File: src/rtl/osc_ctl_pkg.sv
package osc_ctl_pkg;

    localparam int EOC_W    = 8;
    localparam int DIV_W    = 5;
    localparam int DATA_W   = 24;

    localparam int BIT_ON   = 0;
    localparam int BIT_BYP  = 1;
    localparam int BIT_KEEP = 2;
    localparam int BIT_STAT = 3;
    localparam int DIV_LSB  = 4;
    localparam int EOC_LSB  = 16;

    typedef struct packed {
        logic [EOC_W-1:0] eoc;
        logic [DIV_W-1:0] div;
        logic             keep;
        logic             byp;
        logic             on;
    } osc_cfg_t;

    typedef struct packed {
        logic rise;
        logic any;
    } edge_ev_t;

    function automatic osc_cfg_t word_to_cfg(input logic [DATA_W-1:0] w);
        osc_cfg_t c;
        c.on   = w[BIT_ON];
        c.byp  = w[BIT_BYP];
        c.keep = w[BIT_KEEP];
        c.div  = w[DIV_LSB +: DIV_W];
        c.eoc  = w[EOC_LSB +: EOC_W];
        return c;
    endfunction

    function automatic logic [DATA_W-1:0] cfg_to_word(input osc_cfg_t c, input logic stat);
        logic [DATA_W-1:0] w;
        w                   = '0;
        w[BIT_ON]           = c.on;
        w[BIT_BYP]          = c.byp;
        w[BIT_KEEP]         = c.keep;
        w[BIT_STAT]         = stat;
        w[DIV_LSB +: DIV_W] = c.div;
        w[EOC_LSB +: EOC_W] = c.eoc;
        return w;
    endfunction

endpackage

File: src/rtl/osc_edge_det.sv
module osc_edge_det
    import osc_ctl_pkg::*;
#(
    parameter int STAGES = 2
) (
    input  logic     clk,
    input  logic     rst,
    input  logic     in_i,
    output edge_ev_t ev_o
);
    // sh[STAGES-1] is the synchronized level, sh[STAGES] its previous value
    logic [STAGES:0] sh;

    always_ff @(posedge clk) begin
        if (rst) sh <= '0;
        else     sh <= {sh[STAGES-1:0], in_i};
    end

    always_comb begin
        ev_o.rise = sh[STAGES-1] & ~sh[STAGES];
        ev_o.any  = sh[STAGES-1] ^ sh[STAGES];
    end
endmodule

File: src/rtl/osc_stab_cnt.sv
module osc_stab_cnt
    import osc_ctl_pkg::*;
#(
    parameter int SCALE_LOG2 = 9,
    localparam int CNT_W     = EOC_W + SCALE_LOG2
) (
    input  logic             clk,
    input  logic             rst,
    input  logic             en_i,
    input  logic             byp_i,
    input  logic             rise_i,
    input  logic [EOC_W-1:0] eoc_i,
    output logic [CNT_W-1:0] cnt_o,
    output logic             stable_o
);
    logic [CNT_W-1:0] target;
    logic [CNT_W-1:0] cnt_q;
    logic             hold;
    logic             reached;

    assign target  = {eoc_i, {SCALE_LOG2{1'b0}}};
    assign hold    = ~en_i | byp_i;
    assign reached = (cnt_q >= target);

    always_ff @(posedge clk) begin
        if (rst || hold)                cnt_q <= '0;
        else if (rise_i && !reached)    cnt_q <= cnt_q + 1'b1;
    end

    always_ff @(posedge clk) begin
        if (rst) stable_o <= 1'b0;
        else     stable_o <= en_i & (byp_i | reached);
    end

    assign cnt_o = cnt_q;
endmodule

File: src/rtl/osc_clk_div.sv
module osc_clk_div
    import osc_ctl_pkg::*;
#(
    parameter int DIV_RST = 0
) (
    input  logic             clk,
    input  logic             rst,
    input  logic             tick_i,
    input  logic [DIV_W-1:0] div_i,
    output logic             clk_o
);
    logic [DIV_W-1:0] cnt_q;
    logic [DIV_W-1:0] act_q;
    logic             term;

    assign term = (cnt_q == act_q);

    always_ff @(posedge clk) begin
        if (rst) begin
            cnt_q <= '0;
            act_q <= DIV_W'(DIV_RST);
            clk_o <= 1'b0;
        end else if (tick_i) begin
            if (term) begin
                cnt_q <= '0;
                act_q <= div_i;
                clk_o <= ~clk_o;
            end else begin
                cnt_q <= cnt_q + 1'b1;
            end
        end
    end
endmodule

File: src/rtl/osc_ctl_top.sv
module osc_ctl_top
    import osc_ctl_pkg::*;
#(
    parameter int SYNC_STAGES = 2,
    parameter int SCALE_LOG2  = 9,
    parameter int EOC_RST     = 4,
    parameter int DIV_RST     = 0,
    localparam int CNT_W      = EOC_W + SCALE_LOG2,
    localparam int N_SRC      = 2
) (
    input  logic              clk,
    input  logic              rst,
    input  logic              wr_en_i,
    input  logic [DATA_W-1:0] wr_data_i,
    input  logic              rd_en_i,
    output logic [DATA_W-1:0] rd_data_o,
    input  logic              standby_i,
    input  logic              osc_clk_i,
    input  logic              ext_clk_i,
    output logic              osc_en_o,
    output logic              osc_stable_o,
    output logic              clk_div_o
);
    osc_cfg_t         cfg_q;
    logic [N_SRC-1:0] src;
    edge_ev_t         ev [N_SRC];
    logic [CNT_W-1:0] stab_cnt;
    logic             root_edge;
    logic             unused_wr_bits;

    // control register
    always_ff @(posedge clk) begin
        if (rst) begin
            cfg_q.on   <= 1'b1;
            cfg_q.byp  <= 1'b0;
            cfg_q.keep <= 1'b1;
            cfg_q.div  <= DIV_W'(DIV_RST);
            cfg_q.eoc  <= EOC_W'(EOC_RST);
        end else if (wr_en_i) begin
            cfg_q <= word_to_cfg(wr_data_i);
        end
    end

    assign unused_wr_bits = ^{wr_data_i[BIT_STAT], wr_data_i[EOC_LSB-1:DIV_LSB+DIV_W]};

    always_ff @(posedge clk) begin
        if (rst)          rd_data_o <= '0;
        else if (rd_en_i) rd_data_o <= cfg_to_word(cfg_q, osc_stable_o);
    end

    assign osc_en_o = cfg_q.on & (~standby_i | cfg_q.keep);

    // source synchronizers: index 0 oscillator, index 1 external pin
    assign src = {ext_clk_i, osc_clk_i};

    for (genvar g = 0; g < N_SRC; g++) begin : g_src
        osc_edge_det #(.STAGES(SYNC_STAGES)) i_edge (
            .clk  (clk),
            .rst  (rst),
            .in_i (src[g]),
            .ev_o (ev[g])
        );
    end

    osc_stab_cnt #(.SCALE_LOG2(SCALE_LOG2)) i_stab (
        .clk      (clk),
        .rst      (rst),
        .en_i     (osc_en_o),
        .byp_i    (cfg_q.byp),
        .rise_i   (ev[0].rise),
        .eoc_i    (cfg_q.eoc),
        .cnt_o    (stab_cnt),
        .stable_o (osc_stable_o)
    );

    assign root_edge = osc_stable_o & (cfg_q.byp ? ev[1].any : ev[0].any);

    osc_clk_div #(.DIV_RST(DIV_RST)) i_div (
        .clk    (clk),
        .rst    (rst),
        .tick_i (root_edge),
        .div_i  (cfg_q.div),
        .clk_o  (clk_div_o)
    );
endmodule

File: config.mk
export PLATFORM = sky130hd
export DESIGN_NAME = osc_ctl_top
export DESIGN_NICKNAME = d
export VERILOG_FILES = /design/src/rtl/osc_ctl_pkg.sv /design/src/rtl/osc_edge_det.sv /design/src/rtl/osc_stab_cnt.sv /design/src/rtl/osc_clk_div.sv /design/src/rtl/osc_ctl_top.sv
export SDC_FILE = /design/constraint.sdc
export NUM_CORES = 1
export LEC_CHECK = 0
export ABC_AREA = 1
export BUFFER_PORTS_ARGS = -buffer_cell sky130_fd_sc_hd__buf_2
export CORE_MARGIN = 2
export CORE_UTILIZATION = 45
export CTS_CLUSTER_SIZE = 25
export DETAILED_ROUTE_END_ITERATION = 6
export PLACE_DENSITY = 0.67
export REMOVE_ABC_BUFFERS = 1
export SYNTH_ARGS = -nofsm -noshare
export SYNTH_HDL_FRONTEND = slang
export SYNTH_SLANG_ARGS = --single-unit
export TNS_END_PERCENT = 1
File: constraint.sdc
create_clock -name clk -period 1.85 [get_ports clk]
set_input_delay 0.185 -clock clk [delete_from_list [all_inputs] [get_ports clk]]
set_output_delay 0.185 -clock clk [all_outputs]
set_load 0.01 [all_outputs]
==> metrics.txt, run 1 <==
final worst slack=83.90 ps; startpoint class of the critical path=flip-flop; R2R cell count=14; setup TNS=0 ps; Crit. End Element=flip-flop; Nets=524; outcome=finished, final reports clean; row count=30; IO Port Bufs=42; critical-path maximum fanout=10; Antenna Nets Post-Route=0; Finished Layout Cells=582; Seq/Total Area, Yosys=43.19%; Root Buffer=clkbuf_8; initial antenna violation count=0; RSZ-0062 raised after global routing=true; Max clock buf depth=2; setup violators final=0; routed vias/inst=4.797; n_diodes=0; hpwl dp=4.507 mm; Synth warnings=0; max incr delay on CP=320 ps; initial drt markers=119; TritonCTS clock tree=yes; count leader, synth=nor2_1; CORE AREA=0.006794 mm²; sequential cell area=0.001369 mm²; Critical Path Most Common Cell=nand2_1; htree depth=3; first-pass GRT wire length=10.81 mm; slowest cell on the critical path=dfxtp_2; Synth top area share=43.19%; Yosys reg bits=68; Avg Synthesized Cell Area=7.229 µm²; ranking of synthesized cells by area=dfxtp_1 (43%), nor2_1 (10%), nand2_1 (7.6%), o21ai_0 (6.4%), a21oi_1 (6.0%); final hold violations=0; clk_skew=10.31 ps; hold path start=ext_clk_i; clk_lat worst skew=350 ps; leakage=1.663 nW; Worst-path clk slew=80 ps; Die H=87.69 µm; Met1 Wirelength=3.196 mm; largest net degree at the start of global routing=39; fillers=671; metal3 WL=238 µm; pwr/cell area=836.2 mW/mm²; Avg WL per Cell=11.42 µm; most instantiated cells after synthesis=nor2_1 (84), dfxtp_1 (68), nand2_1 (64), inv_1 (50), o21ai_0 (40); placed inst area=0.003410 mm²; layout cell share with drive strength beyond 1=22.63%; Mapped Cells=436; hold path depth=3; Top delay family on crit path=simple AND/OR/NAND/NOR gates; Post-synth ARST share=0%; via count=2792; cell area after synthesis=0.003152 mm²; clk sinks=68; TritonRoute pass-1 iters=4; Routed Wire Length=6.647 mm; Horiz. Die Dim=87.69 µm; fin. max-slew vios=0; # DRC=0; IO Pins=58; peak supply drop=0.4806 mV; max-slew headroom at the worst pin=57.29%; die area=0.007690 mm²; Buffers & Inverters on Critical Path=4; # Max-Cap Violations=0; Setup CP Type=flip-flop to flip-flop; final worst path period share=95.46%; Met2 Wirelength=3.100 mm; Num CTS Buffers=9; Hold EP=g_src[1].i_edge.sh[0]$_SDFF_PP0_; dominant cell type by area after synthesis=dfxtp_1; Area growth syn-to-layout=19.25%; reg2reg setup slack=80 ps; Final Critical Period=1766 ps; vias in the first global route=2481; post-route core utilization=55.32%; Critical Path, Cell by Cell=inv_2 > ha_1 > nand2_1 > inv_2 > nand2_2 > nor2_1 > nand2_1 > nand2_2 > nor2_4 > buf_12 > buf_8 > nand3_1 > nand2_1 > nor2_1; worst path required time=2090 ps; EDFF count, synth=0; top routing layer used=met4; Peak Freq=566.2 MHz; All-Layer GR Usage=17.94%; multi-input logic area=0.001549 mm²; r2r startpoint=cfg_q[14]$_SDFFE_PP0P_; Netlist cell types=27; Starting Density=46.39%; overflow left after global routing=0; placed insts=562; worst r2r dst=i_stab.cnt_o[13]$_SDFFE_PP0P_; post-route cell area=0.003759 mm²; GP Congestion=0.7827; Hold Crit Class=input port to flip-flop; critical path arrival=2000 ps; pre-CTS setup slack=124.8 ps; slew of the pin with the lowest slew margin=639.9 ps; Primary FF master, synth=dfxtp_1
[power breakdown]
group          switching, mW  internal, mW  leakage, nW
Clock                  0.605         0.629       0.0923
Combinational          0.213         0.138         1.01
Sequential            0.0321          1.53        0.560
[cell families (layout without fill, tap and decap cells)]
| logic type | Yosys count | after routing | share of synthesized area [%] |
|---|---|---|---|
| AND/OR/NAND/NOR | 191 | 191 | 25.96 |
| other | 1 | 7 | 0.1190 |
| flip-flops | 68 | 68 | 43.19 |
| XOR/XNOR | 6 | 6 | 1.667 |
| adder cells (fa/ha/maj) | 12 | 12 | 4.764 |
| buffers and inverters | 76 | 120 | 10.80 |
| AO/OA/AOI/OAI | 82 | 82 | 13.50 |
[flip-flops by register name, indices dropped and copies added (netlist names)]
register and flops:
cfg_q 16, g_src.i_edge.sh 6, i_div.act_q 5, i_div.clk_o 1, i_div.cnt_q 5, i_stab.cnt_o 17, i_stab.stable_o 1, rd_data_o 17
[metrics by stage]
stage,power [mW],hold slack [ps]
2_1_floorplan,1.785,254.1
3_3_place_gp,1.903,390.1
3_5_place_dp,1.911,394.3
4_1_cts,3.135,21.57
5_1_grt,3.277,31.76
6_report,3.143,32.03
[worst max-delay path by stage]
| stage | from | endpoint | slack [ps] | cells past startpoint |
|---|---|---|---|---|
| after floorplan | cfg_q[15]$_SDFFE_PP0P_ | i_stab.cnt_o[10]$_SDFFE_PP0P_ | 130 | 9 |
| after global placement | cfg_q[15]$_SDFFE_PP0P_ | i_stab.cnt_o[7]$_SDFFE_PP0P_ | 170 | 10 |
| after detailed placement | cfg_q[15]$_SDFFE_PP0P_ | i_stab.cnt_o[7]$_SDFFE_PP0P_ | 120 | 10 |
| after CTS | cfg_q[15]$_SDFFE_PP0P_ | i_stab.cnt_o[7]$_SDFFE_PP0P_ | 100 | 10 |
| after global routing | cfg_q[10]$_SDFFE_PP1P_ | i_stab.cnt_o[13]$_SDFFE_PP0P_ | -20 | 13 |
| final | cfg_q[14]$_SDFFE_PP0P_ | i_stab.cnt_o[13]$_SDFFE_PP0P_ | 80 | 14 |
[layout by cell type, fill, tap and decap left out, types with 2 or more instances in the layout]
| master | n |
|---|---|
| a21boi_2 | 2 |
| a21oi_1 | 31 |
| a21oi_2 | 7 |
| buf_2 | 42 |
| buf_4 | 3 |
| buf_8 | 2 |
| clkbuf_8 | 9 |
| clkinvlp_4 | 3 |
| conb_1 | 7 |
| dfxtp_1 | 62 |
| dfxtp_2 | 6 |
| ha_1 | 9 |
| ha_4 | 3 |
| inv_1 | 44 |
| inv_2 | 10 |
| inv_6 | 2 |
| nand2_1 | 62 |
| nand2_2 | 5 |
| nand3_1 | 22 |
| nand3_2 | 2 |
| nor2_1 | 83 |
| nor2_2 | 4 |
| nor2_4 | 4 |
| nor3_1 | 6 |
| o21ai_0 | 40 |
| xnor2_1 | 5 |
[worst reg2reg max path, delay by kind of cell (launching register included)]
kind	cells	cell delay, ps
adder cells (fa/ha/maj)	1	280
AND/OR/NAND/NOR	9	710
flip-flops	1	320
buffers and inverters	4	350
[per-layer routing]
metal  up-vias  track usage (%)
met5         -                0
met1      1274            22.03
li1       1457                -
met3        12            3.959
met2        49            30.10
met4         0            7.972
[area by class of cell]
| class | instances | share of cell area, % |
|---|---|---|
| clock buffer | 9 | 3.296 |
| clock inverter | 7 | 1.997 |
| inverter | 54 | 5.393 |
| multi-input combinational | 298 | 41.21 |
| sequential | 68 | 36.42 |
| tap | 96 | 3.196 |
| timing repair buffer | 50 | 8.489 |
[timing repair]
item	in CTS	in global routing
hold buffers	0	0
resized for setup	0	32
setup buffers	0	3
endpoints found under the setup margin	0	6
Note: power is estimated with default switching activity, not from simulation.
==> run 2: changes to the inputs <==
--- a/config.mk
+++ b/config.mk
@@ -11,9 +11,10 @@
 export CORE_UTILIZATION = 45
 export CTS_CLUSTER_SIZE = 25
 export DETAILED_ROUTE_END_ITERATION = 6
-export PLACE_DENSITY = 0.67
+export GPL_TIMING_DRIVEN = 0
+export PLACE_DENSITY = 0.71
 export REMOVE_ABC_BUFFERS = 1
 export SYNTH_ARGS = -nofsm -noshare
 export SYNTH_HDL_FRONTEND = slang
 export SYNTH_SLANG_ARGS = --single-unit
-export TNS_END_PERCENT = 1
+export TNS_END_PERCENT = 50
==> metrics.txt, run 2 (synthesis results as in run 1) <==
outcome=finished, final reports clean (unchanged); first-pass GRT wire length=11.50 mm (was 10.81 mm); routed vias/inst=4.824 (was 4.797); Most Crowded Layer GR=met2 (unchanged); met1 GRT Util=23.46% (was 22.03%); pre-CTS setup slack=-210.8 ps (was 124.8 ps); Crit. End Element=flip-flop (unchanged); initial drt markers=150 (was 119); Root Buffer=clkbuf_8 (unchanged); slowest cell on the critical path=dfxtp_1 (was dfxtp_2); Worst-path clk slew=70 ps (was 80 ps); Setup CP Type=flip-flop to flip-flop (unchanged); max-slew headroom at the worst pin=54.08% (was 57.29%); clk_skew=7.492 ps (was 10.31 ps); hpwl dp=4.524 mm (was 4.507 mm); peak supply drop=0.8952 mV (was 0.4806 mV); fin. max-slew vios=0 (unchanged); met3 usage=4.524% (was 3.959%); Hold Crit Class=input port to flip-flop (unchanged); pwr/cell area=905.7 mW/mm² (was 836.2 mW/mm²); leakage=1.645 nW (was 1.663 nW); critical-path maximum fanout=8 (was 10); Nets=521 (was 524); most frequent cells in the layout=nor2_1 (83), dfxtp_1 (66), nand2_1 (62) (was nor2_1 (83), nand2_1 (62), dfxtp_1 (62)); critical path arrival=1960 ps (was 2000 ps); IO Pins=58 (unchanged); worst path required time=2100 ps (was 2090 ps); final worst slack=136.4 ps (was 83.90 ps); via count=2788 (was 2792); htree depth=3 (unchanged); GP Congestion=0.8402 (was 0.7827); Final Critical Period=1714 ps (was 1766 ps); initial antenna violation count=0 (unchanged); # DRC=0 (unchanged); post-route core utilization=54.49% (was 55.32%); Critical Path Most Common Cell=nor2_1 (was nand2_1); Avg WL per Cell=11.76 µm (was 11.42 µm); n_diodes=0 (unchanged); overflow left after global routing=0 (unchanged); fillers=666 (was 671); met2 usage=30.79% (was 30.10%); Critical Path, Cell by Cell=inv_1 > ha_4 > a21o_1 > nor2_1 > nand2_2 > nor2_4 > buf_6 > nand3_1 > nand2_1 > nor2_1 (was inv_2 > ha_1 > nand2_1 > inv_2 > nand2_2 > nor2_1 > nand2_1 > nand2_2 > nor2_4 > buf_12 > buf_8 > nand3_1 > nand2_1 > nor2_1); die area=0.007690 mm² (unchanged); TritonCTS clock tree=yes (unchanged); Starting Density=46.39% (unchanged); Finished Layout Cells=578 (was 582); commonest non-fill, non-tap cell in the layout=nor2_1 (unchanged); Peak Freq=583.6 MHz (was 566.2 MHz); final hold violations=0 (unchanged); largest net degree at the start of global routing=40 (was 39); All-Layer GR Usage=19.12% (was 17.94%); CTS Hold Bufs=0 (unchanged); Die H=87.69 µm (unchanged); Routed Wire Length=6.800 mm (was 6.647 mm); clk sinks=68 (unchanged); slew of the pin with the lowest slew margin=688.1 ps (was 639.9 ps); startpoint class of the critical path=flip-flop (unchanged); Num CTS Buffers=9 (unchanged); TritonRoute pass-1 iters=4 (unchanged); max incr delay on CP=300 ps (was 320 ps); layout cell share with drive strength beyond 1=19.09% (was 22.63%); clk_lat worst skew=350 ps (about the same); placed insts=558 (was 562); # Max-Cap Violations=0 (unchanged); final worst path period share=92.63% (was 95.46%); row count=30 (unchanged); Horiz. Die Dim=87.69 µm (unchanged); Max clock buf depth=2 (unchanged); IO Port Bufs=42 (unchanged); vias in the first global route=2647 (was 2481); RSZ-0062 raised after global routing=false (was true); Area growth syn-to-layout=17.47% (was 19.25%); Antenna Nets Post-Route=0 (unchanged); CORE AREA=0.006794 mm² (unchanged); setup violators final=0 (unchanged)
==> run 2: layout make-up <==
type / instances / area (µm²) / area share (%)
timing repair buffer: 46 / 251.5 / 6.793
sequential: 68 / 1364 / 36.84
clock buffer: 9 / 123.9 / 3.346
clock inverter: 6 / 113.9 / 3.075
multi-input combinational: 299 / 1523 / 41.13
inverter: 54 / 206.4 / 5.576
tap: 96 / 120.1 / 3.244
==> run 2: final timing paths <==
kind                                                  startpoint                               end  slack, ps  cells after the start
worst max register to register            cfg_q[15]$_SDFFE_PP0P_     i_stab.cnt_o[16]$_SDFFE_PP0P_        140                     10
worst max-delay path                      cfg_q[15]$_SDFFE_PP0P_     i_stab.cnt_o[16]$_SDFFE_PP0P_        140                     10
worst min register to register  g_src[1].i_edge.sh[0]$_SDFF_PP0_  g_src[1].i_edge.sh[1]$_SDFF_PP0_        400                      2
worst min-delay path                                   osc_clk_i  g_src[0].i_edge.sh[0]$_SDFF_PP0_         30                      3
==> run 2: worst max-delay path: cells and delay by family (launching register included) <==
kind,cells,cell delay [ps]
flops,1,300
compound gates,1,170
fa+ha+maj,1,230
buf+inv,2,270
simple gates,6,630
==> run 2: through the flow <==
stage	setup TNS (ps)	area, µm²	hold WS (ps)	total power [mW]
5_1_grt	0	3702	35.33	3.499
4_1_cts	0	3646	23.24	3.374
2_1_floorplan	0	3037	254.1	1.785
6_report	0	3702	34.01	3.353
3_5_place_dp	-3138	3367	392.3	1.902
3_3_place_gp	-2269	3367	388.0	1.892
==> run 2: timing repair <==
action                                  4_1_cts  5_1_grt
gates cloned                                  1        0
pin swaps                                     2        3
endpoints found under the setup margin       18       18
gates resized for setup                       1       15
buffers inserted                              4        0
==> run 2: layer usage <==
layer / vias to the layer above / wire length [µm]
met5: - / 0
met4: 0 / 158
met3: 11 / 298
met2: 56 / 3151
met1: 1270 / 3193
li1: 1451 / -
==> run 2: where the power goes <==
group | leakage (nW) | internal, mW | switching, mW
clock network | 0.112 | 0.889 | 0.572
registers | 0.558 | 1.53 | 0.0305
logic | 0.974 | 0.122 | 0.213
==> run 3: changes to the inputs <==
--- a/config.mk
+++ b/config.mk
@@ -7,7 +7,7 @@
 export LEC_CHECK = 0
 export ABC_AREA = 1
 export BUFFER_PORTS_ARGS = -buffer_cell sky130_fd_sc_hd__buf_2
-export CORE_MARGIN = 2
+export CORE_MARGIN = 5
 export CORE_UTILIZATION = 45
 export CTS_CLUSTER_SIZE = 25
 export DETAILED_ROUTE_END_ITERATION = 6
==> metrics.txt, run 3 (synthesis results as in run 1) <==
All-Layer GR Usage=16.56% (was 19.12%); TritonRoute pass-1 iters=4 (unchanged); hpwl dp=4.563 mm (was 4.524 mm); clock network power share=39.6% (was 43.6%); Int Power=2.277 mW (was 2.538 mW); # DRC=0 (unchanged); IO Pins=58 (unchanged); Net Sw Power=0.8550 mW (was 0.8155 mW); slowest cell on the critical path=dfxtp_1 (unchanged); Antenna Nets Post-Route=0 (unchanged); n_diodes=0 (unchanged); pwr/cell area=857.1 mW/mm² (was 905.7 mW/mm²); Area growth syn-to-layout=15.96% (was 17.47%); Hold Crit Class=input port to flip-flop (unchanged); final worst slack=123.7 ps (was 136.4 ps); initial drt markers=132 (was 150); TritonCTS clock tree=yes (unchanged); Max clock buf depth=2 (unchanged); Final Critical Period=1726 ps (was 1714 ps); Seq pwr share=49.7% (was 46.4%); max incr delay on CP=360 ps (was 300 ps); largest net degree at the start of global routing=40 (unchanged); max-slew headroom at the worst pin=54.71% (was 54.08%); Finished Layout Cells=580 (was 578); Critical Path Most Common Cell=nand2_1 (was nor2_1); final worst path period share=93.31% (was 92.63%); IO Port Bufs=42 (unchanged); Num CTS Buffers=9 (unchanged); most frequent cells in the layout=nor2_1 (83), dfxtp_1 (67), nand2_1 (63) (was nor2_1 (83), dfxtp_1 (66), nand2_1 (62)); CORE AREA=0.006794 mm² (unchanged); Starting Density=46.39% (unchanged); die area=0.008778 mm² (was 0.007690 mm²); peak supply drop=0.5078 mV (was 0.8952 mV); power share of the combinational group=10.7% (was 10.0%); setup violators final=0 (unchanged); fillers=672 (was 666); critical-path maximum fanout=5 (was 8); commonest non-fill, non-tap cell in the layout=nor2_1 (unchanged); # Max-Cap Violations=0 (unchanged); row count=30 (unchanged); htree depth=3 (unchanged); clk_skew=6.676 ps (was 7.492 ps); Root Buffer=clkbuf_8 (unchanged); first-pass GRT wire length=11.56 mm (was 11.50 mm); Nets=522 (was 521); worst path required time=2090 ps (was 2100 ps); vias in the first global route=2563 (was 2647); layout cell share with drive strength beyond 1=18.18% (was 19.09%); post-route cell area=0.003655 mm² (was 0.003702 mm²); fin. max-slew vios=0 (unchanged); clk sinks=68 (unchanged); Worst-path clk slew=80 ps (was 70 ps); Peak Freq=579.3 MHz (was 583.6 MHz); Setup CP Type=flip-flop to flip-flop (unchanged); Die H=93.69 µm (was 87.69 µm); RSZ-0062 raised after global routing=true (was false); initial antenna violation count=0 (unchanged); GP Congestion=0.8283 (was 0.8402); placed insts=558 (unchanged); multi-input logic area=0.001505 mm² (was 0.001523 mm²); startpoint class of the critical path=flip-flop (unchanged); Crit. End Element=flip-flop (unchanged); Horiz. Die Dim=93.69 µm (was 87.69 µm); routed vias/inst=4.757 (was 4.824); slew of the pin with the lowest slew margin=678.6 ps (was 688.1 ps); Routed Wire Length=6.926 mm (was 6.800 mm); Avg WL per Cell=11.94 µm (was 11.76 µm); sequential cell area=0.001363 mm² (was 0.001364 mm²); via count=2759 (was 2788); clk_lat worst skew=350 ps (about the same); pre-CTS setup slack=-226.0 ps (was -210.8 ps); critical path arrival=1970 ps (was 1960 ps); overall power=3.132 mW (was 3.353 mW); Net Sw Frac=27.29% (was 24.32%); Critical Path, Cell by Cell=ha_1 > nand2_1 > inv_1 > nand2_1 > a21oi_2 > nor2_4 > buf_4 > a21oi_1 > nor2_1 (was inv_1 > ha_4 > a21o_1 > nor2_1 > nand2_2 > nor2_4 > buf_6 > nand3_1 > nand2_1 > nor2_1); final hold violations=0 (unchanged); overflow left after global routing=0 (unchanged); outcome=finished, final reports clean (unchanged); leakage=1.630 nW (was 1.645 nW); placed inst area=0.003367 mm² (unchanged)
[run 3: changes by cell type in the layout (fill, tap and decap cells not counted), moves of 2 or more]
| cell | delta |
|---|---|
| a21oi_1 | +4 |
| a21oi_2 | -4 |
| buf_4 | +3 |
| buf_6 | -3 |
| bufinv_16 | -2 |
[run 3: final timing paths]
check	from	end	slack, ps	cells after the start
worst max-delay path	i_stab.cnt_o[12]$_SDFFE_PP0P_	i_stab.cnt_o[13]$_SDFFE_PP0P_	120	9
worst min-delay path	osc_clk_i	g_src[0].i_edge.sh[0]$_SDFF_PP0_	30	3
worst max register to register	i_stab.cnt_o[12]$_SDFFE_PP0P_	i_stab.cnt_o[13]$_SDFFE_PP0P_	120	9
worst min register to register	g_src[0].i_edge.sh[0]$_SDFF_PP0_	g_src[0].i_edge.sh[1]$_SDFF_PP0_	400	2
[run 3: metrics by stage]
| stage | hold slack (ps) | setup TNS (ps) | utilization, % |
|---|---|---|---|
| 2_1_floorplan | 254.1 | 0 | - |
| 3_3_place_gp | 388.4 | -2130 | 49.56 |
| 3_5_place_dp | 393.3 | -2767 | 49.56 |
| 4_1_cts | 11.28 | 0 | 53.11 |
| 5_1_grt | 14.97 | -89.26 | 53.79 |
| 6_report | 31.87 | 0 | 53.79 |
[run 3: power by group through the flow]
stage	combinational, mW	clock [mW]	sequential, mW
5_1_grt	0.378	1.35	1.57
3_5_place_dp	0.310	0	1.59
6_report	0.335	1.24	1.56
4_1_cts	0.324	1.27	1.56
3_3_place_gp	0.303	0	1.59
2_1_floorplan	0.185	0	1.60
[run 3: final cells by class]
class / count / share of cell area (%)
inverters: 54 / 5.649
multi-input cells: 299 / 41.18
well taps: 96 / 3.287
flip-flops and latches: 68 / 37.28
clock buffers: 9 / 3.389
clock inverters: 7 / 2.088
repair buffers: 47 / 7.121
[run 3: per-layer routing]
metal	GRT usage (%)	routed length [µm]	share of wire (%)	vias to the layer above
li1	-	-	-	1455
met1	20.98	3158	46	1229
met2	26.08	3252	47	63
met3	3.526	371	5.4	12
met4	9.146	143	2.1	0
met5	0	0	0	-
[run 3: what timing repair did]
item	in CTS	in global routing
cloned	1	0
setup buffers	4	1
pin swaps	2	2
gates resized for setup	1	6
hold buffers	0	0
endpoints found under the setup margin	18	18
[run 3: critical path, delay by kind of cell (launching register included)]
kind                       cells  cell delay, ps
DFF                            1             360
AOI/OAI and AO/OA              2             440
adders and majority gates      1             310
and+or+nand+nor                4             300
buffers and inverters          2             220
